<file path="src/rtl/adc_rd_pkg.sv">
package adc_rd_pkg;

   typedef enum logic [1:0] {
      ST_IDLE,
      ST_SETUP,
      ST_CLOCK,
      ST_GAP
   } seq_state_t;

   typedef enum logic [1:0] {
      FR_WAKE,
      FR_FULL,
      FR_SLEEP,
      FR_NONE
   } frame_kind_t;

   // converter limits the parameters are checked against
   localparam longint SCLK_MIN_HZ   = 64'd4_000_000;
   localparam longint SCLK_MAX_HZ   = 64'd10_000_000;
   localparam int     QUIET_MIN_NS = 50;
   localparam int     PWRUP_MIN_NS = 1000;
   localparam int     SETUP_MIN_NS = 10;
   localparam int     CUT_MIN_FALL = 2;
   localparam int     CUT_MAX_FALL = 9;
   localparam int     KEEP_NORMAL_FALLS = 10;

   // true when cyc system cycles at hz last at least ns nanoseconds
   function automatic bit covers_ns(input int cyc, input int hz, input int ns);
      return (longint'(cyc) * 64'd1_000_000_000) >= (longint'(ns) * longint'(hz));
   endfunction

endpackage

</file>
<file path="src/rtl/adc_rd_sclk_gen.sv">
module adc_rd_sclk_gen #(
   parameter int HALF_DIV = 3
) (
   input  logic clk,
   input  logic rst_n,
   input  logic run_i,
   output logic sclk_o,
   output logic fall_o,
   output logic rise_o
);

   localparam int CNT_W = $clog2(HALF_DIV + 1);
   localparam logic [CNT_W-1:0] CNT_LAST = CNT_W'(HALF_DIV - 1);

   logic [CNT_W-1:0] div_q;

   // strobes are high in the cycle right after the serial clock changed
   always_ff @(posedge clk or negedge rst_n) begin
      if (!rst_n) begin
         div_q  <= '0;
         sclk_o <= 1'b1;
         fall_o <= 1'b0;
         rise_o <= 1'b0;
      end else if (!run_i) begin
         div_q  <= '0;
         sclk_o <= 1'b1;
         fall_o <= 1'b0;
         rise_o <= 1'b0;
      end else if (div_q == CNT_LAST) begin
         div_q  <= '0;
         sclk_o <= ~sclk_o;
         fall_o <= sclk_o;
         rise_o <= ~sclk_o;
      end else begin
         div_q  <= div_q + 1'b1;
         fall_o <= 1'b0;
         rise_o <= 1'b0;
      end
   end

endmodule

</file>
<file path="src/rtl/adc_rd_capture.sv">
module adc_rd_capture #(
   parameter int DATA_W    = 8,
   parameter int FRAME_LEN = 16,
   parameter int FIRST_POS = 4,
   parameter bit MSB_FIRST = 1'b1
) (
   input  logic              clk,
   input  logic              rst_n,
   input  logic              cs_n_i,
   input  logic              rise_i,
   input  logic              miso_i,
   input  logic              latch_i,
   output logic [DATA_W-1:0] data_o,
   output logic              valid_o
);

   localparam int POS_W = $clog2(FRAME_LEN + 1);
   localparam logic [POS_W-1:0] WIN_LO = POS_W'(FIRST_POS - 1);
   localparam logic [POS_W-1:0] WIN_HI = POS_W'(FIRST_POS + DATA_W - 2);

   logic [POS_W-1:0]  pos_q;
   logic [DATA_W-1:0] shreg_q;
   logic [DATA_W-1:0] shift_next;
   logic              in_window;

   assign in_window = (pos_q >= WIN_LO) && (pos_q <= WIN_HI);

   generate
      if (MSB_FIRST) begin : g_msb_first
         assign shift_next = {shreg_q[DATA_W-2:0], miso_i};
      end else begin : g_lsb_first
         assign shift_next = {miso_i, shreg_q[DATA_W-1:1]};
      end
   endgenerate

   always_ff @(posedge clk or negedge rst_n) begin
      if (!rst_n) begin
         pos_q   <= '0;
         shreg_q <= '0;
      end else if (cs_n_i) begin
         pos_q <= '0;
      end else if (rise_i) begin
         pos_q <= pos_q + 1'b1;
         if (in_window) shreg_q <= shift_next;
      end
   end

   always_ff @(posedge clk or negedge rst_n) begin
      if (!rst_n) begin
         data_o  <= '0;
         valid_o <= 1'b0;
      end else begin
         valid_o <= latch_i;
         if (latch_i) data_o <= shreg_q;
      end
   end

endmodule

</file>
<file path="src/rtl/adc_rd_sequencer.sv">
module adc_rd_sequencer
   import adc_rd_pkg::*;
#(
   parameter int FRAME_LEN = 16,
   parameter int CUT_FALL  = 5,
   parameter int SETUP_CYC = 1,
   parameter int QUIET_CYC = 3,
   parameter int PWRUP_CYC = 50
) (
   input  logic clk,
   input  logic rst_n,
   input  logic start_i,
   input  logic low_power_i,
   input  logic fall_i,
   input  logic rise_i,
   output logic cs_n_o,
   output logic run_o,
   output logic latch_o,
   output logic busy_o
);

   localparam int WAIT_MAX = (PWRUP_CYC > QUIET_CYC) ?
                             ((PWRUP_CYC > SETUP_CYC) ? PWRUP_CYC : SETUP_CYC) :
                             ((QUIET_CYC > SETUP_CYC) ? QUIET_CYC : SETUP_CYC);
   localparam int WAIT_W = $clog2(WAIT_MAX + 1);
   localparam int EDGE_W = $clog2(FRAME_LEN + 1);
   localparam logic [WAIT_W-1:0] SETUP_LOAD = WAIT_W'(SETUP_CYC - 1);
   localparam logic [WAIT_W-1:0] QUIET_LOAD = WAIT_W'(QUIET_CYC - 1);
   localparam logic [WAIT_W-1:0] PWRUP_LOAD = WAIT_W'(PWRUP_CYC - 1);
   localparam logic [EDGE_W-1:0] CUT_LAST   = EDGE_W'(CUT_FALL - 1);
   localparam logic [EDGE_W-1:0] FULL_LAST  = EDGE_W'(FRAME_LEN - 1);

   seq_state_t        state_q;
   frame_kind_t       kind_q;
   frame_kind_t       next_kind;
   logic              lp_q;
   logic              pend_q;
   logic              cs_n_q;
   logic [WAIT_W-1:0] wait_q;
   logic [EDGE_W-1:0] falls_q;
   logic [EDGE_W-1:0] rises_q;
   logic              cut_hit;
   logic              full_hit;
   logic              frame_end;

   assign cut_hit   = fall_i && (kind_q != FR_FULL) && (falls_q == CUT_LAST);
   assign full_hit  = rise_i && (kind_q == FR_FULL) && (rises_q == FULL_LAST);
   assign frame_end = (state_q == ST_CLOCK) && (cut_hit || full_hit);

   // clock stops in the same cycle chip select is raised
   assign run_o   = (state_q == ST_CLOCK) && !frame_end;
   assign latch_o = frame_end && (kind_q == FR_FULL);
   assign busy_o  = (state_q != ST_IDLE);
   assign cs_n_o  = cs_n_q;

   always_comb begin
      unique case (kind_q)
         FR_WAKE: next_kind = FR_FULL;
         FR_FULL: next_kind = lp_q ? FR_SLEEP : FR_NONE;
         default: next_kind = FR_NONE;
      endcase
   end

   always_ff @(posedge clk or negedge rst_n) begin
      if (!rst_n) begin
         state_q <= ST_IDLE;
         kind_q  <= FR_NONE;
         lp_q    <= 1'b0;
         pend_q  <= 1'b0;
         cs_n_q  <= 1'b1;
         wait_q  <= '0;
         falls_q <= '0;
         rises_q <= '0;
      end else begin
         if (start_i && (state_q != ST_IDLE)) pend_q <= 1'b1;
         unique case (state_q)
            ST_IDLE: begin
               if (start_i || pend_q) begin
                  pend_q  <= 1'b0;
                  lp_q    <= low_power_i;
                  kind_q  <= low_power_i ? FR_WAKE : FR_FULL;
                  cs_n_q  <= 1'b0;
                  wait_q  <= SETUP_LOAD;
                  state_q <= ST_SETUP;
               end
            end
            ST_SETUP: begin
               if (wait_q == '0) begin
                  falls_q <= '0;
                  rises_q <= '0;
                  state_q <= ST_CLOCK;
               end else begin
                  wait_q <= wait_q - 1'b1;
               end
            end
            ST_CLOCK: begin
               if (frame_end) begin
                  cs_n_q  <= 1'b1;
                  wait_q  <= (kind_q == FR_WAKE) ? PWRUP_LOAD : QUIET_LOAD;
                  kind_q  <= next_kind;
                  state_q <= ST_GAP;
               end else begin
                  if (fall_i) falls_q <= falls_q + 1'b1;
                  if (rise_i) rises_q <= rises_q + 1'b1;
               end
            end
            ST_GAP: begin
               if (wait_q != '0) begin
                  wait_q <= wait_q - 1'b1;
               end else if (kind_q == FR_NONE) begin
                  state_q <= ST_IDLE;
               end else begin
                  cs_n_q  <= 1'b0;
                  wait_q  <= SETUP_LOAD;
                  state_q <= ST_SETUP;
               end
            end
            default: state_q <= ST_IDLE;
         endcase
      end
   end

endmodule

</file>
<file path="src/rtl/adc_frame_reader.sv">
module adc_frame_reader
   import adc_rd_pkg::*;
#(
   parameter int SYS_CLK_HZ = 50_000_000,
   parameter int DATA_W     = 8,
   parameter int FRAME_LEN  = 16,
   parameter int FIRST_POS  = 4,
   parameter bit MSB_FIRST  = 1'b1,
   parameter int HALF_DIV   = 3,
   parameter int CUT_FALL   = 5,
   parameter int SETUP_CYC  = 1,
   parameter int QUIET_CYC  = 3,
   parameter int PWRUP_CYC  = 50
) (
   input  logic              clk,
   input  logic              rst_n,
   input  logic              start_i,
   input  logic              low_power_i,
   input  logic              miso_i,
   output logic              cs_n_o,
   output logic              sclk_o,
   output logic              sample_valid_o,
   output logic [DATA_W-1:0] sample_o,
   output logic              busy_o
);

   localparam longint SCLK_HZ = longint'(SYS_CLK_HZ) / longint'(2 * HALF_DIV);

   generate
      if (HALF_DIV < 2 || SCLK_HZ < SCLK_MIN_HZ || SCLK_HZ > SCLK_MAX_HZ) begin : g_bad_div
         $error("serial clock divider gives a rate outside the converter range");
      end
      if (!covers_ns(SETUP_CYC, SYS_CLK_HZ, SETUP_MIN_NS) || SETUP_CYC < 1) begin : g_bad_setup
         $error("chip select to clock setup too short");
      end
      if (!covers_ns(QUIET_CYC, SYS_CLK_HZ, QUIET_MIN_NS) || QUIET_CYC < 1) begin : g_bad_quiet
         $error("quiet time too short");
      end
      if (!covers_ns(PWRUP_CYC, SYS_CLK_HZ, PWRUP_MIN_NS) || PWRUP_CYC < QUIET_CYC) begin : g_bad_pwrup
         $error("power-up wait too short");
      end
      if (CUT_FALL < CUT_MIN_FALL || CUT_FALL > CUT_MAX_FALL) begin : g_bad_cut
         $error("cut edge outside the shutdown window");
      end
      if (FRAME_LEN < KEEP_NORMAL_FALLS || DATA_W < 2 ||
          FIRST_POS < 1 || FIRST_POS + DATA_W - 1 > FRAME_LEN) begin : g_bad_frame
         $error("frame length or data window inconsistent");
      end
   endgenerate

   logic run;
   logic fall_stb;
   logic rise_stb;
   logic latch;
   logic cs_n;

   adc_rd_sclk_gen #(
      .HALF_DIV (HALF_DIV)
   ) u_sclk (
      .clk    (clk),
      .rst_n  (rst_n),
      .run_i  (run),
      .sclk_o (sclk_o),
      .fall_o (fall_stb),
      .rise_o (rise_stb)
   );

   adc_rd_sequencer #(
      .FRAME_LEN (FRAME_LEN),
      .CUT_FALL  (CUT_FALL),
      .SETUP_CYC (SETUP_CYC),
      .QUIET_CYC (QUIET_CYC),
      .PWRUP_CYC (PWRUP_CYC)
   ) u_seq (
      .clk         (clk),
      .rst_n       (rst_n),
      .start_i     (start_i),
      .low_power_i (low_power_i),
      .fall_i      (fall_stb),
      .rise_i      (rise_stb),
      .cs_n_o      (cs_n),
      .run_o       (run),
      .latch_o     (latch),
      .busy_o      (busy_o)
   );

   adc_rd_capture #(
      .DATA_W    (DATA_W),
      .FRAME_LEN (FRAME_LEN),
      .FIRST_POS (FIRST_POS),
      .MSB_FIRST (MSB_FIRST)
   ) u_cap (
      .clk     (clk),
      .rst_n   (rst_n),
      .cs_n_i  (cs_n),
      .rise_i  (rise_stb),
      .miso_i  (miso_i),
      .latch_i (latch),
      .data_o  (sample_o),
      .valid_o (sample_valid_o)
   );

   assign cs_n_o = cs_n;

endmodule

</file>
<file path="config.mk">
export PLATFORM = sky130hd
export DESIGN_NAME = adc_frame_reader
export DESIGN_NICKNAME = d
export VERILOG_FILES = /design/src/rtl/adc_rd_pkg.sv /design/src/rtl/adc_rd_sclk_gen.sv /design/src/rtl/adc_rd_capture.sv /design/src/rtl/adc_rd_sequencer.sv /design/src/rtl/adc_frame_reader.sv
export SDC_FILE = /design/constraint.sdc
export NUM_CORES = 1
export LEC_CHECK = 0
export BUFFER_PORTS_ARGS = -buffer_cell sky130_fd_sc_hd__buf_2
export CAP_MARGIN = 10
export CORE_MARGIN = 2
export CORE_UTILIZATION = 59
export CTS_CLUSTER_SIZE = 10
export DETAILED_ROUTE_END_ITERATION = 12
export GPL_TIMING_DRIVEN = 1
export HOLD_SLACK_MARGIN = 0.1
export PLACE_DENSITY = 0.78
export REMOVE_ABC_BUFFERS = 1
export SLEW_MARGIN = 20
export SYNTH_ARGS = -nofsm -noshare
export SYNTH_HDL_FRONTEND = slang
export SYNTH_SLANG_ARGS = --single-unit
export TNS_END_PERCENT = 100
</file>
<file path="constraint.sdc">
create_clock -name clk -period 4.7 [get_ports clk]
set_input_delay 0.47 -clock clk [delete_from_list [all_inputs] [get_ports clk]]
set_output_delay 0.47 -clock clk [all_outputs]
set_load 0.01 [all_outputs]
</file>
; ---- Word level (Yosys, flattened, before mapping)
; Cells that the tools add are included.
[totals]
reg_bits = 50
inputBits = 5
out_inout_bits = 12
word_cells = 118
[classes]
add_sub_neg = 5
magnitude_cmp = 2
n_eq_ne = 20
mux = 44
bitwise_logic = 2
reduce_logical = 29
[ops]
columns = operator, n
row1 = 2-to-1 mux 6 bit, 6
row2 = 2-to-1 mux 5 bit, 7
row3 = case mux 6 bit (4 select lines), 1
row4 = case mux 5 bit (2 select lines), 2
row5 = 2-to-1 mux 1 bit, 16
row6 = 2-to-1 mux 2 bit, 8
row7 = AND reduction 4 bit, 4
row8 = adder 5 x 1 -> 5 bit (second input constant), 3
row9 = inequality test 2 bit (second input constant), 7
row10 = logical AND 1 bit, 9
row11 = equality test 2 bit (second input constant), 4
row12 = inequality test 2 x 1 -> 1 bit (second input constant), 4
row13 = case mux 2 bit (2 select lines), 2
row14 = case mux 2 bit (4 select lines), 1
row15 = nonzero test 2 bit, 4
row16 = zero test 6 bit, 1
row17 = AND reduction 3 bit, 2
row18 = nonzero test 6 bit, 1
row19 = subtractor 6 x 1 -> 6 bit (second input constant), 1
row20 = equality test 5 x 3 -> 1 bit (second input constant), 1
row21 = equality test 5 x 4 -> 1 bit (second input constant), 1
row22 = >= comparator 5 x 2 -> 1 bit (second input constant), 1
row23 = <= comparator 5 x 4 -> 1 bit (second input constant), 1
row24 = AND reduction 5 bit, 1
row25 = 10 further kinds, 14

; ---- Longest topological paths before layout
[depth]
word_depth = 8
depth_mapped = 8
depth_no_buf = 8

; ---- Hierarchy
; From an unflattened synthesis, not the netlist that was laid out.
[unflattened]
cells_unflattened = 231
area_unflattened_um2 = 2522.4
[modules_own_cells]
columns = module, n_inst, cells_each, area_per_inst_um2, seq_area_each_um2
row1 = adc_rd_sequencer, 1, 158, 1440.1, 579.3
row2 = adc_rd_capture, 1, 61, 893.4, 550.5
row3 = adc_rd_sclk_gen, 1, 12, 188.9, 126.4

; ---- Worst setup path after synthesis
; Ideal clock, no wire load.
[synth_path]
path_kind = reg-to-reg
startpoint = register u_seq.rises_q[0]
endpoint = register u_seq.state_q[1]
setup_ns = 0.125
t_arrival_ns = 1.874
required_time_ns = 4.575
path_slack_ns = 2.701
stages_incl_launch_ff = 9
path_buffers = 1
cell_sequence = dfrtp_1 ha_1 and3_1 ha_1 and3_1 buf_6 o21ai_4 or2_4 mux2_4
[synth_between]
elab_chain_len = 6
[synth_lines]
columns = item, line_no
row1 = "start, declared", adc_rd_sequencer.sv:41  ; logic [EDGE_W-1:0] rises_q;
row2 = "start signal, assigned", adc_rd_sequencer.sv:104  ; if (rise_i) rises_q <= rises_q + 1'b1;
row3 = equality test 5 x 4 -> 1 bit, adc_rd_sequencer.sv:47  ; assign full_hit = rise_i && (kind_q == FR_FULL) && (rises_q == FULL_LAST);
row4 = logical AND 1 bit, adc_rd_sequencer.sv:47
row5 = logical OR 1 bit, adc_rd_sequencer.sv:48  ; assign frame_end = (state_q == ST_CLOCK) && (cut_hit || full_hit);
row6 = logical AND 1 bit, adc_rd_sequencer.sv:48
row7 = inequality test 2 x 1 -> 1 bit (no line), -
row8 = AND reduction 4 bit (no line), -
row9 = "end signal, assigned", adc_rd_sequencer.sv:66  ; state_q <= ST_IDLE;
row10 = "end signal, assigned", adc_rd_sequencer.sv:84  ; state_q <= ST_SETUP;
row11 = "end signal, assigned", adc_rd_sequencer.sv:91  ; state_q <= ST_CLOCK;
row12 = "end, declared", adc_rd_sequencer.sv:33  ; seq_state_t state_q;
; Every way passes these cells.
; A chain may end at the register's enable or synchronous reset.

; ---- Worst setup path in the final report
[layout_path]
startpoint = register u_seq.state_q[0]
endpoint = register u_seq.falls_q[2]
[layout_between]
elab_chain_len = 4
elab_cells_between_ends = 9
classes_between = 5 x eq/ne / 1 x mux / 3 x reduce/logical
[layout_lines]
columns = item, line_no
row1 = equality test 2 bit, "adc_rd_sequencer.sv:48, adc_rd_sequencer.sv:76"
row2 = logical AND 1 bit, adc_rd_sequencer.sv:48
row3 = inequality test 2 bit (no line), -
row4 = AND reduction 4 bit (no line), -
row5 = "end signal, assigned", adc_rd_sequencer.sv:103  ; if (fall_i) falls_q <= falls_q + 1'b1;
row6 = "end, declared", adc_rd_sequencer.sv:40  ; logic [EDGE_W-1:0] falls_q;
; Several ways; a longest one is shown, not always the timed one.

==> run summary <==
In this run, post-CTS hold repair placed 0 buffers. The setup path with the least slack is of type reg -> reg. The post-synthesis instance area is 0.00263 sq mm. The tools report the wire length of the first global-routing pass as 9030 um. After clock tree synthesis, the repair step resized 0 gates.

In this run the standard cell core region covers 0.00432 sq mm. The worst path in the final design needs a cycle of 2.28 ns, including I/O delays and setup. The delay of the slowest critical-path stage is 0.56 ns, and the mean post-synth cell area is 10.7 sq um. Timing would allow up to 438 MHz. The logs give 5 for the clock buffer count from CTS and 0.00500 sq mm for the die footprint. The max-slew headroom at the worst pin came out at 58.9%. The top cell type by area accounts for 43.9% of the synthesized area.

Between clock sinks in the finished design, the worst skew comes to 0.00541 ns. For this design the top-level I/O count stands at 17. Cell seen most often among critical-path stages: sky130_fd_sc_hd__inv_1. Together, buffers and inverters on the worst path number 2.

The leftover overflow at the end of global routing was 0; the number of global-route vias before repair was 1924. For the number of standard cells after synthesis, the log shows 245. The largest fanout on the critical path came out at 16. The tightest min-delay check is of the in -> async type. Detailed routing inserted a total of 1954 vias. The post-synthesis async set-or-reset flop share works out to 100%. Adding up every negative setup slack in the final design gives 0 ns.

The data required time of the critical path was 4.89 ns. For the worst vdd rail ir drop, the log shows 0.278 mV. CTS sink count: 50. STA puts the critical path data arrival time at 2.47 ns. The growth of design area from synthesis to finish is 7.82%, and the insertion delay of the later-clocked pin in the worst-skew pair is 0.30 ns. In this run the deepest clock path goes through 2 buffers. For the pin with the worst max-slew slack, the measured transition is 0.617 ns. Setup repair after global routing left no endpoint under its margin. The detail-routed via count per cell is 6.18. The cell sitting at the root of the clock tree is a sky130_fd_sc_hd__clkbuf_8. The run gives 5110 um as the post-detailed-routing wire length. TritonCTS built the clock tree.

The share of final-layout standard cells stronger than drive strength 1 was 23.1%; the number of cell rows was 24. Across every metal layer, demand over resource in global routing totals 22.5%. The post-route clock period utilization came out at 48.6%.

Synthesis instantiated 58 different standard cells from the library. Entering global routing, the biggest net connects 51 pins. STA classifies the critical path startpoint as a flip-flop. The run finished with clean final reports. The tools report the starting density of the core as 60.7%.

Main flop type after synthesis: sky130_fd_sc_hd__dfrtp_1. In the routed design, unresolved DRC markers number 0. The die is 70.7 um wide. Counting flops with a built-in enable in the synthesized netlist gives 0.

The clock transition at the registers of the reported paths was 0.09 ns; the final max-slew violation count was 0. Dividing total power by cell area gives a power density of 540 mW/mm^2. The critical path endpoint category was a flip-flop. The logs give 0.249 ns for the worst hold slack and 0 for the number of nets with antenna violations after detailed routing. By area the synthesized netlist is led by sky130_fd_sc_hd__dfrtp_1, sky130_fd_sc_hd__mux2_2, sky130_fd_sc_hd__ha_1, sky130_fd_sc_hd__dfstp_2, sky130_fd_sc_hd__o21ai_0.

The slowest stage of the critical path is the sky130_fd_sc_hd__ha_1 cell. The logs give 1.33 nW for the static leakage power and 0 for the number of maximum-capacitance constraint violations. The logs give 1.53 mW for the power after layout and 347 for the number of fillers in the final layout. The tools report the sequential area share after synthesis as 47.9%. Dividing the detail-routed wire length by the instance count gives 16.2 um. During synthesis, Yosys emitted a total of 0 warnings. On the critical path the largest part of the delay comes from adder cells.

The number of buffers inserted by post-CTS setup repair came out at 0. The tools report the number of failing hold endpoints at the final stage as 0. For this block, the initial DRC count from the detailed router was 87. Setup violations remaining at the end of the flow were counted as 0.

Of all cell types, the one taking the most synthesized area is sky130_fd_sc_hd__dfrtp_1. The number of antenna diodes in the final layout is 0. At the end of routability-driven placement, the weighted congestion stood at 0.922. The initial antenna violation count is 0, and the count of buffers inserted at the top-level ports is 16.

The floorplan step set the die height to 70.7 um. The tools report the HPWL after detailed placement as 3620 um. The critical path goes through inv_1, ha_1, inv_1, nand2_1, o21ai_0, nand3_1, mux2_2. In this run the number of H-tree levels came out at 2. Cells fill 65.5% of the core in the end.

For the final layout net count, the log shows 279. For this run, the detailed router's first-pass iteration total came to 4. Counting flops and latches in the post-synthesis netlist gives 50.
[layout make-up]
| class | instances | area, sq um | share of cell area (%) |
|---|---|---|---|
| multi-input cells | 174 | 1280 | 45.1 |
| flip-flops and latches | 50 | 1260 | 44.4 |
| clock inverters | 2 | 15.0 | 0.531 |
| clock buffers | 6 | 72.6 | 2.56 |
| well taps | 52 | 65.1 | 2.30 |
| inverters | 15 | 56.3 | 1.99 |
| repair buffers | 17 | 87.6 | 3.09 |
[report_power, final]
part	internal (mW)	total, mW	switching, mW
clock network	0.105	0.249	0.144
logic	0.274	0.696	0.422
registers	0.507	0.584	0.0768
total	0.886	1.53	0.642
[metrics by stage]
step	area [sq um]	setup WS, ns	std cells
floorplan	2590	2.73	239
global placement	2740	2.56	308
detailed placement	2740	2.46	308
CTS	2830	2.46	316
global route	2830	2.28	316
finish	2830	2.42	316
[registers in the layout (all words and copies together), names as in the netlist]
name           flops
u_seq.pend_q       1
u_seq.falls_q      5
u_cap.shreg_q      8
u_seq.wait_q       6
u_cap.valid_o      1
u_sclk.fall_o      1
u_sclk.div_q       2
u_sclk.rise_o      1
u_sclk.sclk_o      1
u_cap.pos_q        5
u_cap.data_o       8
u_seq.cs_n_o       1
u_seq.rises_q      5
u_seq.kind_q       2
u_seq.lp_q         1
u_seq.state_q      2
[cells in the final DEF, fill, tap and decap left out, drive strengths merged, types with 7 or more instances in the layout]
cell type  instances
ha                11
nand2             18
o21ai             17
dfrtp             46
nor3               7
mux2              19
nor2              20
inv               15
buf               17
[per-layer routing]
metal	wire length (um)	global-route usage, %	up-vias	part of all wire [%]
li1	-	-	923	-
met1	2350	31.2	958	46
met2	2410	35.4	65	47
met3	259	4.42	8	5.1
met4	84	8.81	0	1.6
met5	0	0	-	0
[cell families after synthesis]
family,Yosys count,synth area share (%)
XOR/XNOR,6,2.00
AO/OA/AOI/OAI,55,15.8
flip-flops,50,47.9
AND/OR/NAND/NOR,79,15.8
adder cells (fa/ha/maj),11,5.24
multiplexers,23,9.82
buffers and inverters,21,3.48
[Yosys cell counts, types with 2 or more instances]
cell	number
sky130_fd_sc_hd__nand2b_1	2
sky130_fd_sc_hd__nor2b_1	4
sky130_fd_sc_hd__inv_1	15
sky130_fd_sc_hd__nand2_1	18
sky130_fd_sc_hd__o31ai_1	4
sky130_fd_sc_hd__dfrtp_1	46
sky130_fd_sc_hd__nand3_1	5
sky130_fd_sc_hd__or3_1	3
sky130_fd_sc_hd__a2111oi_0	2
sky130_fd_sc_hd__clkbuf_1	3
sky130_fd_sc_hd__nand3b_1	2
sky130_fd_sc_hd__dfstp_2	4
sky130_fd_sc_hd__and3_1	5
sky130_fd_sc_hd__a21oi_1	6
sky130_fd_sc_hd__nand4_1	5
sky130_fd_sc_hd__ha_1	11
sky130_fd_sc_hd__mux2i_1	4
sky130_fd_sc_hd__o211ai_1	2
sky130_fd_sc_hd__a22o_1	4
sky130_fd_sc_hd__nor2_2	2
sky130_fd_sc_hd__xor2_1	4
sky130_fd_sc_hd__mux2_2	18
sky130_fd_sc_hd__o21ai_0	16
sky130_fd_sc_hd__nor3_1	7
sky130_fd_sc_hd__xnor2_1	2
sky130_fd_sc_hd__o22ai_1	2
sky130_fd_sc_hd__nor2_1	18
[worst register-to-register path: cells and delay by family (launching register included)]
| kind | cells | cell delay (ns) |
|---|---|---|
| compound gates | 1 | 0.13 |
| fa+ha+maj | 1 | 0.56 |
| buf+inv | 2 | 0.41 |
| flops | 1 | 0.44 |
| mux | 1 | 0.33 |
| simple gates | 2 | 0.30 |
[worst paths after layout]
path | startpoint | end | slack, ns | cells after the start
min reg2reg | u_sclk.div_q[1] | u_sclk.div_q[1] | 0.45 | 1
min | rst_n | u_seq.rises_q[4] | 0.25 | 2
max reg2reg | u_seq.state_q[0] | u_seq.falls_q[2] | 2.42 | 7
max | u_seq.state_q[0] | u_seq.falls_q[2] | 2.42 | 7
max in group asynchronous | rst_n | u_seq.rises_q[1] | 4.02 | 2
min in group clk | miso_i | u_cap.shreg_q[0] | 0.40 | 2
No activity file was read; power rests on OpenSTA's default activity.
